## config.mk

```make
export PLATFORM = sky130hd
export DESIGN_NAME = rtc_secs_alarm
export DESIGN_NICKNAME = d
export VERILOG_FILES = /design/src/rtl/rtc_pkg.sv /design/src/rtl/rtc_prescaler.sv /design/src/rtl/rtc_counter.sv /design/src/rtl/rtc_irq_status.sv /design/src/rtl/rtc_secs_alarm.sv
export SDC_FILE = /design/constraint.sdc
export NUM_CORES = 1
export LEC_CHECK = 0
export ABC_AREA = 1
export BUFFER_PORTS_ARGS = -buffer_cell sky130_fd_sc_hd__buf_4
export CORE_UTILIZATION = 55
export CTS_BUF_LIST = sky130_fd_sc_hd__clkbuf_4 sky130_fd_sc_hd__clkbuf_8
export DETAILED_ROUTE_END_ITERATION = 7
export PLACE_DENSITY = 0.82
export REMOVE_ABC_BUFFERS = 1
export SLEW_MARGIN = 20
export SYNTH_ARGS = -nofsm -noshare
export SYNTH_HDL_FRONTEND = slang
export SYNTH_SLANG_ARGS = --single-unit
```

## constraint.sdc

```tcl
create_clock -name clk -period 2.5 [get_ports clk]
set_input_delay 0.25 -clock clk [delete_from_list [all_inputs] [get_ports clk]]
set_output_delay 0.25 -clock clk [all_outputs]
set_load 0.01 [all_outputs]
```

## src/rtl/rtc_pkg.sv

```systemverilog
package rtc_pkg;
  // Word index of each register (byte offset >> 2); software depends on these.
  localparam logic [2:0] IDX_COUNT = 3'd0;
  localparam logic [2:0] IDX_MATCH = 3'd1;
  localparam logic [2:0] IDX_LOAD  = 3'd2;
  localparam logic [2:0] IDX_CTRL  = 3'd3;
  localparam logic [2:0] IDX_MASK  = 3'd4;
  localparam logic [2:0] IDX_RAW   = 3'd5;
  localparam logic [2:0] IDX_MSTAT = 3'd6;
  localparam logic [2:0] IDX_CLEAR = 3'd7;
  // Number of address bits covered by the register window.
  localparam int unsigned WIN_BITS = 5;
endpackage

```

## src/rtl/rtc_prescaler.sv

```systemverilog
module rtc_prescaler #(
  parameter int unsigned DIV = 32768
) (
  input  logic clk,
  input  logic rst_n,
  input  logic run,
  input  logic tick_en,
  input  logic restart,
  output logic sec_tick
);
  localparam int unsigned PW = (DIV > 1) ? $clog2(DIV) : 1;
  localparam logic [PW-1:0] LAST = PW'(DIV - 1);

  logic [PW-1:0] presc_q, presc_d;
  logic          adv;

  assign adv      = run && tick_en && !restart;
  assign sec_tick = adv && (presc_q == LAST);

  always_comb begin
    presc_d = presc_q;
    if (restart)       presc_d = '0;
    else if (adv)      presc_d = (presc_q == LAST) ? '0 : presc_q + PW'(1);
  end

  always_ff @(posedge clk or negedge rst_n) begin
    if (!rst_n) presc_q <= '0;
    else        presc_q <= presc_d;
  end

  p_range_r3: assert property (@(posedge clk) disable iff (!rst_n)
    presc_q <= LAST);
  p_frozen_r4: assert property (@(posedge clk) disable iff (!rst_n)
    (!run && !restart) |=> $stable(presc_q));
  p_restart_r2: assert property (@(posedge clk) disable iff (!rst_n)
    restart |=> (presc_q == '0));
endmodule

```

## src/rtl/rtc_counter.sv

```systemverilog
module rtc_counter #(
  parameter int unsigned CW = 32
) (
  input  logic          clk,
  input  logic          rst_n,
  input  logic          ld,
  input  logic [CW-1:0] ld_val,
  input  logic          sec_tick,
  input  logic [CW-1:0] match_val,
  output logic [CW-1:0] count,
  output logic          hit
);
  logic [CW-1:0] count_q, count_d, count_inc;

  assign count_inc = count_q + CW'(1);
  assign hit       = sec_tick && !ld && (count_inc == match_val);
  assign count     = count_q;

  always_comb begin
    count_d = count_q;
    if (ld)            count_d = ld_val;
    else if (sec_tick) count_d = count_inc;
  end

  always_ff @(posedge clk or negedge rst_n) begin
    if (!rst_n) count_q <= '0;
    else        count_q <= count_d;
  end

  p_load_r2: assert property (@(posedge clk) disable iff (!rst_n)
    ld |=> (count_q == $past(ld_val)));
  p_step_r3: assert property (@(posedge clk) disable iff (!rst_n)
    (sec_tick && !ld) |=> (count_q == $past(count_q) + CW'(1)));
  p_hold_r4: assert property (@(posedge clk) disable iff (!rst_n)
    (!sec_tick && !ld) |=> $stable(count_q));
endmodule

```

## src/rtl/rtc_irq_status.sv

```systemverilog
module rtc_irq_status (
  input  logic clk,
  input  logic rst_n,
  input  logic set,
  input  logic clr,
  input  logic mask_wr,
  input  logic mask_val,
  output logic raw,
  output logic mask,
  output logic masked
);
  logic raw_q, raw_d, mask_q, mask_d;

  always_comb begin
    raw_d  = set | (raw_q & ~clr);
    mask_d = mask_wr ? mask_val : mask_q;
  end

  always_ff @(posedge clk or negedge rst_n) begin
    if (!rst_n) begin
      raw_q  <= 1'b0;
      mask_q <= 1'b0;
    end else begin
      raw_q  <= raw_d;
      mask_q <= mask_d;
    end
  end

  assign raw    = raw_q;
  assign mask   = mask_q;
  assign masked = raw_q & mask_q;

  p_sticky_r6: assert property (@(posedge clk) disable iff (!rst_n)
    (raw_q && !clr) |=> raw_q);
  p_set_wins_r6: assert property (@(posedge clk) disable iff (!rst_n)
    set |=> raw_q);
  p_cause_r5: assert property (@(posedge clk) disable iff (!rst_n)
    $rose(raw_q) |-> $past(set));
endmodule

```

## src/rtl/rtc_secs_alarm.sv

```systemverilog
module rtc_secs_alarm #(
  parameter int unsigned DIV    = 32768,
  parameter int unsigned DW     = 32,
  parameter int unsigned ADDR_W = 6
) (
  input  logic              clk,
  input  logic              rst_n,
  input  logic              tick_en,
  input  logic              sel,
  input  logic              wr,
  input  logic [ADDR_W-1:0] addr,
  input  logic [DW-1:0]     wdata,
  output logic [DW-1:0]     rdata,
  output logic              irq
);
  import rtc_pkg::*;

  // Reset: asserted asynchronously, released on the clock.
  logic [1:0] rst_sync_q;
  logic       core_rst_n;
  always_ff @(posedge clk or negedge rst_n) begin
    if (!rst_n) rst_sync_q <= 2'b00;
    else        rst_sync_q <= {rst_sync_q[0], 1'b1};
  end
  assign core_rst_n = rst_sync_q[1];

  // Address decode.
  logic       mapped, wr_acc, rd_acc;
  logic [2:0] idx;
  assign mapped = (addr[1:0] == 2'b00) && ((addr >> WIN_BITS) == '0);
  assign idx    = addr[4:2];
  assign wr_acc = sel && wr && mapped;
  assign rd_acc = sel && !wr && mapped;

  logic ld_en, match_en, ctrl_en, mask_en, clr_en;
  assign ld_en    = wr_acc && (idx == IDX_LOAD);
  assign match_en = wr_acc && (idx == IDX_MATCH);
  assign ctrl_en  = wr_acc && (idx == IDX_CTRL);
  assign mask_en  = wr_acc && (idx == IDX_MASK);
  assign clr_en   = wr_acc && (idx == IDX_CLEAR) && wdata[0];

  // Compare value and run bit.
  logic [DW-1:0] match_q, match_d;
  logic          run_q, run_d;
  always_comb begin
    match_d = match_en ? wdata : match_q;
    run_d   = ctrl_en ? wdata[0] : run_q;
  end
  always_ff @(posedge clk or negedge core_rst_n) begin
    if (!core_rst_n) begin
      match_q <= '0;
      run_q   <= 1'b1;
    end else begin
      match_q <= match_d;
      run_q   <= run_d;
    end
  end

  logic          sec_tick, hit, raw, mask, masked;
  logic [DW-1:0] count;

  rtc_prescaler #(.DIV(DIV)) u_presc (
    .clk(clk), .rst_n(core_rst_n), .run(run_q), .tick_en(tick_en),
    .restart(ld_en), .sec_tick(sec_tick)
  );

  rtc_counter #(.CW(DW)) u_count (
    .clk(clk), .rst_n(core_rst_n), .ld(ld_en), .ld_val(wdata),
    .sec_tick(sec_tick), .match_val(match_q), .count(count), .hit(hit)
  );

  rtc_irq_status u_irq (
    .clk(clk), .rst_n(core_rst_n), .set(hit), .clr(clr_en),
    .mask_wr(mask_en), .mask_val(wdata[0]),
    .raw(raw), .mask(mask), .masked(masked)
  );

  assign irq = masked;

  // Read mux.
  always_comb begin
    rdata = '0;
    if (rd_acc) begin
      unique case (idx)
        IDX_COUNT: rdata = count;
        IDX_MATCH: rdata = match_q;
        IDX_CTRL:  rdata = DW'(run_q);
        IDX_MASK:  rdata = DW'(mask);
        IDX_RAW:   rdata = DW'(raw);
        IDX_MSTAT: rdata = DW'(masked);
        default:   rdata = '0;
      endcase
    end
  end

  p_idle_read_r9: assert property (@(posedge clk) disable iff (!core_rst_n)
    !sel |-> (rdata == '0));
  p_irq_raw_r7: assert property (@(posedge clk) disable iff (!core_rst_n)
    irq |-> raw);
endmodule

```

# After elaboration in Yosys (flattened, before gate mapping)
# Cells that the tools add are included.
# Widths: inputs -> output; s select.
# totals
regBits	84
in_bits	43
output_inout_bits	33
elab_cells	52
# classes
n_addsub	2
eq_ne	9
n_mux	7
bitwise_logic	4
reduce_logical	23
# ops
op	count
$pmux 32 s6	1
$mux 32	3
$mux 15	3
$add 32x1->32 const B	1
$eq 32x32->1	1
$logic_and 1x1->1	16
$add 15x1->15 const B	1
$eq 15x15->1 const B	1
$eq 3x3->1 const B	4
$eq 3x2->1 const B	2
$logic_not 6->1	1
$reduce_bool 2->1	2
$eq 3x1->1 const B	1
$logic_not 3->1	1
$and 1x1->1	2
$logic_not 1->1	2
$logic_not 2->1	1
$not 1->1	1
$or 1x1->1	1

# Longest topological paths before layout
# Gate-level depths: netlist (run 1).
# depth
depth_word	10
depth_mapped	16
depth_no_buf	16

# Cells and area by module
# Synthesis (run 1) repeated with hierarchy kept, for this count alone.
# unflattened
cells_unflattened	926
hier_area_um2	6078.3
# modules_own_cells
mod	n_inst	cells_per_inst	area_each_um2	seq_area_each_um2
rtc_counter	1	509	3032.9	800.8
rtc_secs_alarm	1	286	2019.4	877.1
rtc_prescaler	1	119	938.4	375.4
rtc_irq_status	1	12	87.6	50.0

# Worst setup path after synthesis (run 1)
# OpenSTA, ideal clock, no wires.
# synth_path
kind	register -> register
start	reg u_presc.presc_q[0]
end	reg u_count.count_q[30], in the netlist u_count.count[30]
setup_time_ns	0.126
t_arrival_ns	1.677
setup_slack_ns	0.697
path_stages_with_launch	9
n_path_buf	1
synth_period_minus_slack_ns	1.803
cell_sequence	dfrtp_1 -> ha_1 -> nand3_1 -> nor2_1 -> nand3_1 -> nor2_2 -> nor2_1 -> buf_2 -> a221o_1
# synth_via
elab_chain_len	3
# synth_rtl
item	line_no	source
start, declared	rtc_prescaler.sv:14	logic [PW-1:0] presc_q, presc_d;
start signal, assigned	rtc_prescaler.sv:28	else presc_q <= presc_d;
$eq 15x15->1	rtc_prescaler.sv:18	assign sec_tick = adv && (presc_q == LAST);
$logic_and 1x1->1	rtc_prescaler.sv:18	
$reduce_bool 2->1 (no line)	-	
end signal, assigned	rtc_counter.sv:27	else count_q <= count_d;
end, declared	rtc_counter.sv:13	logic [CW-1:0] count_q, count_d, count_inc;
# Every way passes these cells.
# A chain may end at the register's enable or synchronous reset.

# Worst setup path in the final report (run 1)
# Same ends and word-level chain as after synthesis.

==> results of run 1 <==
[power breakdown]
group          switching, mW  internal [mW]  total (mW)
sequential             0.189           1.51        1.70
combinational          0.348          0.274       0.622
clock                  0.542          0.447       0.988
total                   1.08           2.23        3.31
[worst paths after layout]
path,start,end,cells after the start
min in group asynchronous,rst_n,rst_sync_q[0],2
hold / removal,wdata[28],u_count.count[28],3
max in group asynchronous,rst_sync_q[1],run_q,1
setup / recovery,u_presc.presc_q[0],u_count.count[30],8
hold reg to reg,rst_sync_q[1],match_q[0],0
setup reg to reg,u_presc.presc_q[0],u_count.count[30],8
[layout by cell type, fill, tap and decap left out, types with 2 or more instances in the layout]
master / n
nand2_1: 298
inv_1: 98
nand3_1: 91
buf_4: 86
dfrtp_1: 82
nor2_1: 78
a21oi_1: 54
o21ai_0: 35
nand3b_1: 12
clkbuf_8: 12
o221ai_1: 11
xor2_1: 9
o211ai_1: 8
nor2_2: 6
nor2_4: 6
a22oi_1: 6
nor3_1: 4
nand4_1: 4
nand2_2: 4
mux2_2: 4
o22ai_1: 4
a31oi_1: 3
nand2_4: 3
a221o_1: 3
clkinvlp_4: 3
inv_2: 2
nor2_8: 2
nand3_2: 2
xor3_4: 2
o21bai_1: 2
xnor2_1: 2
ha_1: 2
[state kept, by name, summed over array words and instances, names as in the netlist]
| signal | cells |
|---|---|
| match_q | 32 |
| rst_sync_q | 2 |
| run_q | 1 |
| u_count.count | 32 |
| u_irq.mask | 1 |
| u_irq.raw | 1 |
| u_presc.presc_q | 15 |
[worst min-delay path, delay by kind of cell]
kind          cells  cell delay, ns
simple gates      2            0.11
buf+inv           1            0.09
[stage by stage]
stage               cell area, um^2  setup TNS (ns)
floorplan                      5720          -11.15
global placement               6570               0
detailed placement             6570               0
CTS                            6780               0
global route                   6780               0
finish                         6780               0
[cell type report]
type | count | area, um^2 | area share, %
sequential | 84 | 2110 | 31.1
inverter | 101 | 379 | 5.59
clock buffer | 12 | 165 | 2.43
multi-input combinational | 664 | 3260 | 48.0
tap | 136 | 170 | 2.51
clock inverter | 4 | 31.3 | 0.461
timing repair buffer | 88 | 676 | 9.96
[per-layer routing]
| layer | part of all wire (%) | vias to the layer above | track usage (%) | wire, um |
|---|---|---|---|---|
| li1 | - | 2978 | - | - |
| met1 | 44 | 2699 | 40.3 | 6870 |
| met2 | 46 | 244 | 48.7 | 7220 |
| met3 | 7.5 | 43 | 5.36 | 1170 |
| met4 | 2.6 | 0 | 11.6 | 410 |
| met5 | 0 | - | 0 | 0 |
[logic make-up (layout without fill, tap and decap cells)]
kind of cell	count (synthesis)	count (layout)	share of synthesized area [%]
flops	84	84	36.0
mux	4	4	0.772
compound gates	131	131	13.3
buf+inv	130	205	8.51
xor+xnor	13	13	2.59
simple gates	513	513	38.3
other cells	1	1	0.0642
fa+ha+maj	2	2	0.429
[what timing repair did]
item,CTS,global route
hold buffers,1,0
resized for setup,0,1
endpoints found under the setup margin,0,6
hold endpoints to repair,2,0
==> metrics, run 1 <==
Root Buffer Master=clkbuf_8; post-DR wirelength/cell=around 14 um; clock-pin slew on the worst setup and hold paths=0.09 ns; slowest CP cell=inv_1; run status=completed; CP Cell Sequence=ha_1 -> nand3_1 -> nor2_1 -> nand3_1 -> nor2_2 -> inv_1 -> a21oi_1 -> a221o_1; Post-synth top flop=dfrtp_1; post-synth top area share=35.6%; async set-reset flop share out of synthesis=100%; Worst EP arrival=roughly 2.6 ns; layout cell share with drive strength beyond 1=about 14%; DR vias=just under 6000; Area Overhead vs Synth=16.2%; EDFF count, synth=0; cell row count=37; initial antenna violation count=0; RSZ-0062 raised after global routing=no; slowest cell delay on critical path=0.45 ns; # nets final=slightly below 1000; Worst Skew=0.0137 ns; DRT Wirelength=around 16 mm; Worst EP required=2.80 ns; CTS tree=built; die height=105 um; period utilization=91.5%; core area=10300 um^2; final setup violation count=0; most used cell, CP=nand3_1; post-synthesis cell area=just under 6000 um^2; Hold Crit Class=in -> reg; diodes inserted=0; Power Dens Cells=488 nW/um^2; total CTS buffers=9; fill count=920; Via density=5.48; Top delay family on crit path=simple AND/OR/NAND/NOR gates; All-Layer GR Usage=between 30% and 40%; FF-to-FF setup slack=0.21 ns; Post-Synthesis Cells=878; Final WS setup=~0.21 ns; setup bufs post-CTS=0; Static Leakage=3.19 nW; DRT antenna net count=0; clk_lat worst skew=0.37 ns; clk buf depth=2; number of global-route vias before repair=5653; largest net degree at the start of global routing=44; startpoint types=flip-flop; fin cells=1089; Fmax achieved=437 MHz; Final Hold Fails=0; Worst setup EP type=flip-flop; crit path time final=2.29 ns; Crit Path Class=reg -> reg; Overflow after GRT=0; Commonest cells post-synth=299 x nand2_1, 98 x inv_1, 91 x nand3_1; Post-route DRC=0; critical-path maximum fanout=21; Synth cell types=43; overall die area=11000 um^2; max-slew violation count=0; IO buf count=75; post-synthesis sequential element count=between 80 and 90; Worst Max-Slew Pin Slew=0.839 ns; first-pass GRT wire length=26.5 mm; hpwl dp=11.1 mm; hold slack=0.104 ns; VDD IR max=0.311 mV; initial DRC count=417; Detailed Routing Iterations Pass 1=5; CP bufs+invs=1; MaxCap Viol Count=0; Die X=105 um; most common cell in the netlist=nand2_1; initial core utilization=56.5%; H-tree levels=3; DP Worst Slack=0.194 ns; Area contributors post-synth=dfrtp_1 36%, nand2_1 19%, nand3_1 7.8%; slew margin rel.=44.0%; yosys warns=0; post-route core utilization=65.7%; Seq/Total Area, Yosys=36.0%; top cell type by total area after synthesis=dfrtp_1; Placed Cells=1072; Final GP Congestion=0.954; I/O pins=76; Final Power=3.31 mW; Syn Area/Cell=6.65 um^2; clock sinks=84
No activity file was read; power rests on OpenSTA's default activity.
==> run 2: changes to the inputs <==
--- a/config.mk
+++ b/config.mk
@@ -7,10 +7,10 @@
 export LEC_CHECK = 0
 export ABC_AREA = 1
 export BUFFER_PORTS_ARGS = -buffer_cell sky130_fd_sc_hd__buf_4
-export CORE_UTILIZATION = 55
+export CORE_UTILIZATION = 61
 export CTS_BUF_LIST = sky130_fd_sc_hd__clkbuf_4 sky130_fd_sc_hd__clkbuf_8
 export DETAILED_ROUTE_END_ITERATION = 7
-export PLACE_DENSITY = 0.82
+export PLACE_DENSITY = 0.86
 export REMOVE_ABC_BUFFERS = 1
 export SLEW_MARGIN = 20
 export SYNTH_ARGS = -nofsm -noshare
==> constraint.sdc (replaced) <==
create_clock -name clk -period 2.4 [get_ports clk]
set_input_delay 0.24 -clock clk [delete_from_list [all_inputs] [get_ports clk]]
set_output_delay 0.24 -clock clk [all_outputs]
set_load 0.01 [all_outputs]
==> run 2 against run 1 <==
  * Combinational power up 8.5%
  * Die area down 9.6%
  * Power up 6.8%
  * Clock skew down 0.0040 ns
  * Clock power up 10%
  * Largest cell class unchanged
  * Largest power group unchanged
==> metrics, run 2 (synthesis results as in run 1) <==
Final GP Congestion=0.897 (-6.0%); IO buf count=75 (unchanged); initial antenna violation count=0 (unchanged); diodes inserted=0 (unchanged); hold slack=0.0959 ns (-0.00785 ns); CTS tree=built; clk_lat worst skew=0.37 ns (about the same); Final Hold Fails=0 (unchanged); Hold Crit Class=in -> reg; Static Leakage=3.24 nW (+1.6%); Crit Path Class=reg -> reg; most frequent cells in the layout=298 x nand2_1, 98 x inv_1, 93 x buf_4; Via density=5.71 (+4.3%); Power Dens Cells=515 nW/um^2 (+5.5%); max-slew violation count=0 (unchanged); initial core utilization=63.2% (+6.6 points); die height=99.8 um (-4.9%); Storage cell area=2110 um^2 (about the same); hpwl dp=12.3 mm (+10%); Worst setup EP type=flip-flop; setup TNS=0 ns (unchanged); clk buf depth=2 (unchanged); core area=9240 um^2 (-10%); DRT antenna net count=0 (unchanged); final setup violation count=0 (unchanged); I/O pins=76 (unchanged); Worst EP arrival=2.56 ns (-0.03 ns); Fmax achieved=445 MHz (+1.9%); H-tree levels=3 (unchanged); first-pass GRT wire length=27.3 mm (+2.9%); Final WS setup=0.155 ns (-0.0573 ns); Worst Max-Slew Pin Slew=0.613 ns (-0.226 ns); Detailed Routing Iterations Pass 1=6 (+1); layout cell share with drive strength beyond 1=15.3% (+0.92 points); post-route core utilization=74.3% (+8.6 points); run status=completed; total CTS buffers=9 (unchanged); crit path time final=2.24 ns (-0.0427 ns); clock-pin slew on the worst setup and hold paths=0.09 ns (about the same); commonest non-fill, non-tap cell in the layout=nand2_1; DR vias=6227 (+4.4%); VDD IR max=0.493 mV (+58%); Root Buffer Master=clkbuf_8; period utilization=93.5% (+2.0 points); post-DR wirelength/cell=15.4 um (+7.0%); Post-route DRC=0 (unchanged); Overflow after GRT=0 (unchanged); Worst EP required=2.71 ns (-0.09 ns); clock sinks=84 (unchanged); initial DRC count=500 (+20%); number of global-route vias before repair=5806 (+2.7%); largest net degree at the start of global routing=48 (+9.1%); overall die area=9960 um^2 (-9.6%); startpoint types=flip-flop; All-Layer GR Usage=35.2% (+5.1 points); Area Overhead vs Synth=17.6%; DP Worst Slack=0.0500 ns (-0.144 ns); Worst Skew=0.00974 ns (-0.00399 ns); area of the multi-input gates=3260 um^2 (about the same); # nets final=1001 (+0.81%); cell row count=35 (-5.4%); Final Power=3.54 mW (+6.8%); slew margin rel.=59.0% (+15 points); critical-path maximum fanout=6 (-71%); fill count=727 (-21%); MaxCap Viol Count=0 (unchanged); Die X=99.8 um (-4.9%); DRT Wirelength=16.8 mm (+7.1%)
run 2: cell types whose count changed in the layout (fill, tap and decap cells not counted):
| cell | change |
|---|---|
| bufinv_16 | +1 |
| buf_4 | +7 |
| clkbuf_8 | -2 |
| inv_6 | +1 |
| dfrtp_1 | -1 |
| nor2_1 | -1 |
| clkinv_4 | +1 |
| buf_12 | +1 |
| dfrtp_2 | +1 |
| clkinvlp_4 | -1 |
| nor2_2 | +1 |
run 2: report_power, final:
part | internal (mW) | switching (mW) | leakage [nW]
Combinational | 0.292 | 0.383 | 2.06
Clock | 0.519 | 0.571 | 0.0995
Sequential | 1.57 | 0.196 | 1.08
Total | 2.39 | 1.15 | 3.24
run 2: timing repair:
item | CTS | global route
hold buffers | 1 | 0
hold endpoints to repair | 2 | 0
endpoints found under the setup margin | 0 | 14
setup buffers | 0 | 0
resized for setup | 0 | 3
run 2: cell type report:
class | count | share of cell area [%]
clock inverter | 6 | 1.04
clock buffer | 10 | 2.01
tap | 129 | 2.35
multi-input combinational | 664 | 47.5
inverter | 101 | 5.52
sequential | 84 | 30.7
timing repair buffer | 96 | 10.9
run 2: path summary, 6_finish.rpt:
kind	startpoint	end	slack (ns)	cells past startpoint
setup / recovery	u_count.count[0]	u_irq.raw	0.16	15
hold / removal	wdata[28]	u_count.count[28]	0.1	3
setup reg to reg	u_count.count[0]	u_irq.raw	0.16	15
hold reg to reg	rst_sync_q[1]	match_q[2]	0.31	0
max in group asynchronous	rst_sync_q[1]	run_q	1.42	1
min in group asynchronous	rst_n	rst_sync_q[1]	0.19	2
run 2: critical path, stage by stage (launching register included):
cell	delay, ns
dfrtp_1	0.44
ha_1	0.24
nand2_2	0.14
nor2_8	0.19
nand2_4	0.09
nor2_4	0.24
nand2_1	0.11
nand2_1	0.11
nand2_1	0.05
nand2_1	0.06
nand2_1	0.06
nor2_2	0.17
nand2_1	0.08
nor2_1	0.08
nand3_1	0.08
nand2_1	0.06
run 2: metal layers:
metal	up-vias	wire [um]	GRT usage [%]
met3	36	1380	5.57
met5	-	0	0
met1	2888	6930	46.6
li1	3018	-	-
met4	0	436	14.3
met2	285	8040	58.1
run 2: metrics by stage:
| step | cells | area (um^2) |
|---|---|---|
| after floorplan | 849 | 5720 |
| after global placement | 1073 | 6640 |
| after detailed placement | 1073 | 6640 |
| after CTS | 1090 | 6860 |
| after global routing | 1090 | 6860 |
| final | 1090 | 6860 |
==> run 3: changes to the inputs <==
--- a/config.mk
+++ b/config.mk
@@ -7,10 +7,13 @@
 export LEC_CHECK = 0
 export ABC_AREA = 1
 export BUFFER_PORTS_ARGS = -buffer_cell sky130_fd_sc_hd__buf_4
-export CORE_UTILIZATION = 61
+export CELL_PAD_IN_SITES_DETAIL_PLACEMENT = 0
+export CELL_PAD_IN_SITES_GLOBAL_PLACEMENT = 2
+export CORE_UTILIZATION = 33
 export CTS_BUF_LIST = sky130_fd_sc_hd__clkbuf_4 sky130_fd_sc_hd__clkbuf_8
+export CTS_CLUSTER_DIAMETER = 100
 export DETAILED_ROUTE_END_ITERATION = 7
-export PLACE_DENSITY = 0.86
+export PLACE_DENSITY = 0.84
 export REMOVE_ABC_BUFFERS = 1
 export SLEW_MARGIN = 20
 export SYNTH_ARGS = -nofsm -noshare
==> constraint.sdc (replaced) <==
create_clock -name clk -period 2.4 [get_ports clk]
set_input_delay 0.24 -clock clk [delete_from_list [all_inputs] [get_ports clk]]
set_output_delay 0.24 -clock clk [all_outputs]
set_load 0.1 [all_outputs]
==> run 3 against run 2 <==
  * Clock skew is essentially flat
  * Design area grew 3.3%
  * Final cell count grew 9.6%
  * Critical path depth is the same
  * Power grew 2.3%
  * Sequential cell count is the same
  * Largest cell class unchanged
  * Via count shrank 7.1%
  * Largest power group unchanged
  * Sequential power is essentially flat
==> metrics, run 3 (synthesis results as in run 1) <==
run status=completed; clock sinks=84 (unchanged); first-pass GRT wire length=29.4 mm (+7.9%); clk buf depth=2 (unchanged); Final Hold Fails=0 (unchanged); slew margin rel.=55.0% (-4.0 points); met1 GRT Util=30.0% (-17 points); All-Layer GR Usage=21.2% (-14 points); DRT Wirelength=18.3 mm (+8.8%); GR Util met3=2.33% (-3.2 points); hpwl dp=13.2 mm (+7.6%); commonest non-fill, non-tap cell in the layout=nand2_1; Via density=4.84 (-15%); VDD IR max=0.296 mV (-40%); fin cells=1195 (+9.6%); Root Buffer Master=clkbuf_8; MaxCap Viol Count=0 (unchanged); crit path time final=2.17 ns (-0.0708 ns); diodes inserted=0 (unchanged); IO buf count=75 (unchanged); final setup violation count=0 (unchanged); Post-route DRC=0 (unchanged); Area Overhead vs Synth=21.5%; # nets final=1010 (+0.90%); Hold Crit Class=in -> reg; Overflow after GRT=0 (unchanged); total CTS buffers=9 (unchanged); post-DR wirelength/cell=15.3 um (-0.72%); period utilization=90.6% (-3.0 points); Worst Max-Slew Pin Slew=0.673 ns (+0.0594 ns); die height=135 um (+35%); Placed Cells=1177 (+9.7%); overall die area=18200 um^2 (+83%); Worst EP required=2.73 ns (+0.02 ns); DP Worst Slack=0.133 ns (+0.0834 ns); I/O pins=76 (unchanged); Power Dens Cells=510 nW/um^2 (-0.96%); Fmax achieved=460 MHz (+3.3%); Final WS setup=0.226 ns (+0.0708 ns); max-slew violation count=0 (unchanged); core area=17300 um^2 (+87%); initial DRC count=277 (-45%); cell row count=48 (+37%); layout cell share with drive strength beyond 1=16.1% (+0.79 points); critical-path maximum fanout=6 (unchanged); Global Route met2 Usage=33.4% (-25 points); initial core utilization=33.7% (-29 points); Detailed Routing Iterations Pass 1=5 (-1); H-tree levels=3 (unchanged); setup TNS=0 ns (unchanged); CTS tree=built; initial antenna violation count=0 (unchanged); Worst setup EP type=flip-flop; Crit Path Class=reg -> reg; Worst EP arrival=2.50 ns (-0.06 ns); Worst Skew=0.00930 ns (-0.000439 ns); post-route core utilization=41.0% (-33 points); fill count=1908 (+160%); FF-to-FF setup slack=0.23 ns (+0.07 ns); Final GP Congestion=0.850 (-5.3%); largest net degree at the start of global routing=50 (+4.2%); GRT busiest layer=met2; DRT antenna net count=0 (unchanged); most frequent cells in the layout=298 x nand2_1, 99 x buf_4, 98 x inv_1; hold slack=0.0765 ns (-0.0194 ns); number of global-route vias before repair=5583 (-3.8%); Die X=135 um (+35%); clock-pin slew on the worst setup and hold paths=0.09 ns (about the same); DR vias=5782 (-7.1%); RSZ-0062 raised after global routing=no; startpoint types=flip-flop; clk_lat worst skew=0.39 ns (+0.02 ns); Static Leakage=3.31 nW (+2.1%)
## run 3: path summary, 6_finish.rpt
kind,end,cells past startpoint,start
setup / recovery,u_irq.raw,15,u_count.count[0]
hold / removal,u_count.count[27],3,wdata[27]
setup reg to reg,u_irq.raw,15,u_count.count[0]
hold reg to reg,match_q[1],0,rst_sync_q[1]
max in group asynchronous,run_q,1,rst_sync_q[1]
min in group asynchronous,rst_sync_q[1],2,rst_n
## run 3: layout make-up
class | instances | area (um^2) | share of cell area [%]
Multi-Input combinational cell | 664 | 3270 | 46.0
Tap cell | 225 | 282 | 3.97
Inverter | 101 | 379 | 5.34
Timing Repair Buffer | 105 | 853 | 12.0
Sequential cell | 84 | 2110 | 29.7
Clock inverter | 4 | 47.5 | 0.670
Clock buffer | 12 | 159 | 2.24
## run 3: routing by layer
layer  vias to the layer above  wire length (um)
met5                         -                 0
met4                         0               317
met3                        17               562
met2                        88              8310
met1                      2660              9070
li1                       3017                 -
## run 3: worst max-delay path: stages, from the launching register on
cell,delay (ns)
dfrtp_1,0.42
ha_1,0.22
nand2_2,0.13
nor2_8,0.19
nand3_2,0.16
clkinv_1,0.12
nand2_1,0.08
nand2_1,0.09
nand2_1,0.05
nand2_1,0.06
nand2_1,0.06
nor2_2,0.16
nand2_1,0.08
nor2_1,0.08
nand3_1,0.12
nand2_1,0.08
## run 3: report_power, final
group	leakage (nW)	internal, mW	switching (mW)
clock	0.106	0.547	0.581
sequential	1.08	1.57	0.179
combinational	2.12	0.338	0.399
total	3.31	2.46	1.16
## run 3: repair_timing
item	CTS	global route
resized for setup	0	3
hold buffers	1	0
buffers inserted	0	1
endpoints found under the hold margin	2	0
endpoints found under the setup margin	0	1
## run 3: stage by stage
step | total power [mW] | instance area [um^2]
2_1_floorplan | 2.21 | 5720
3_3_place_gp | 2.51 | 6850
3_5_place_dp | 2.52 | 6860
4_1_cts | 3.66 | 7080
5_1_grt | 3.84 | 7090
6_report | 3.62 | 7090
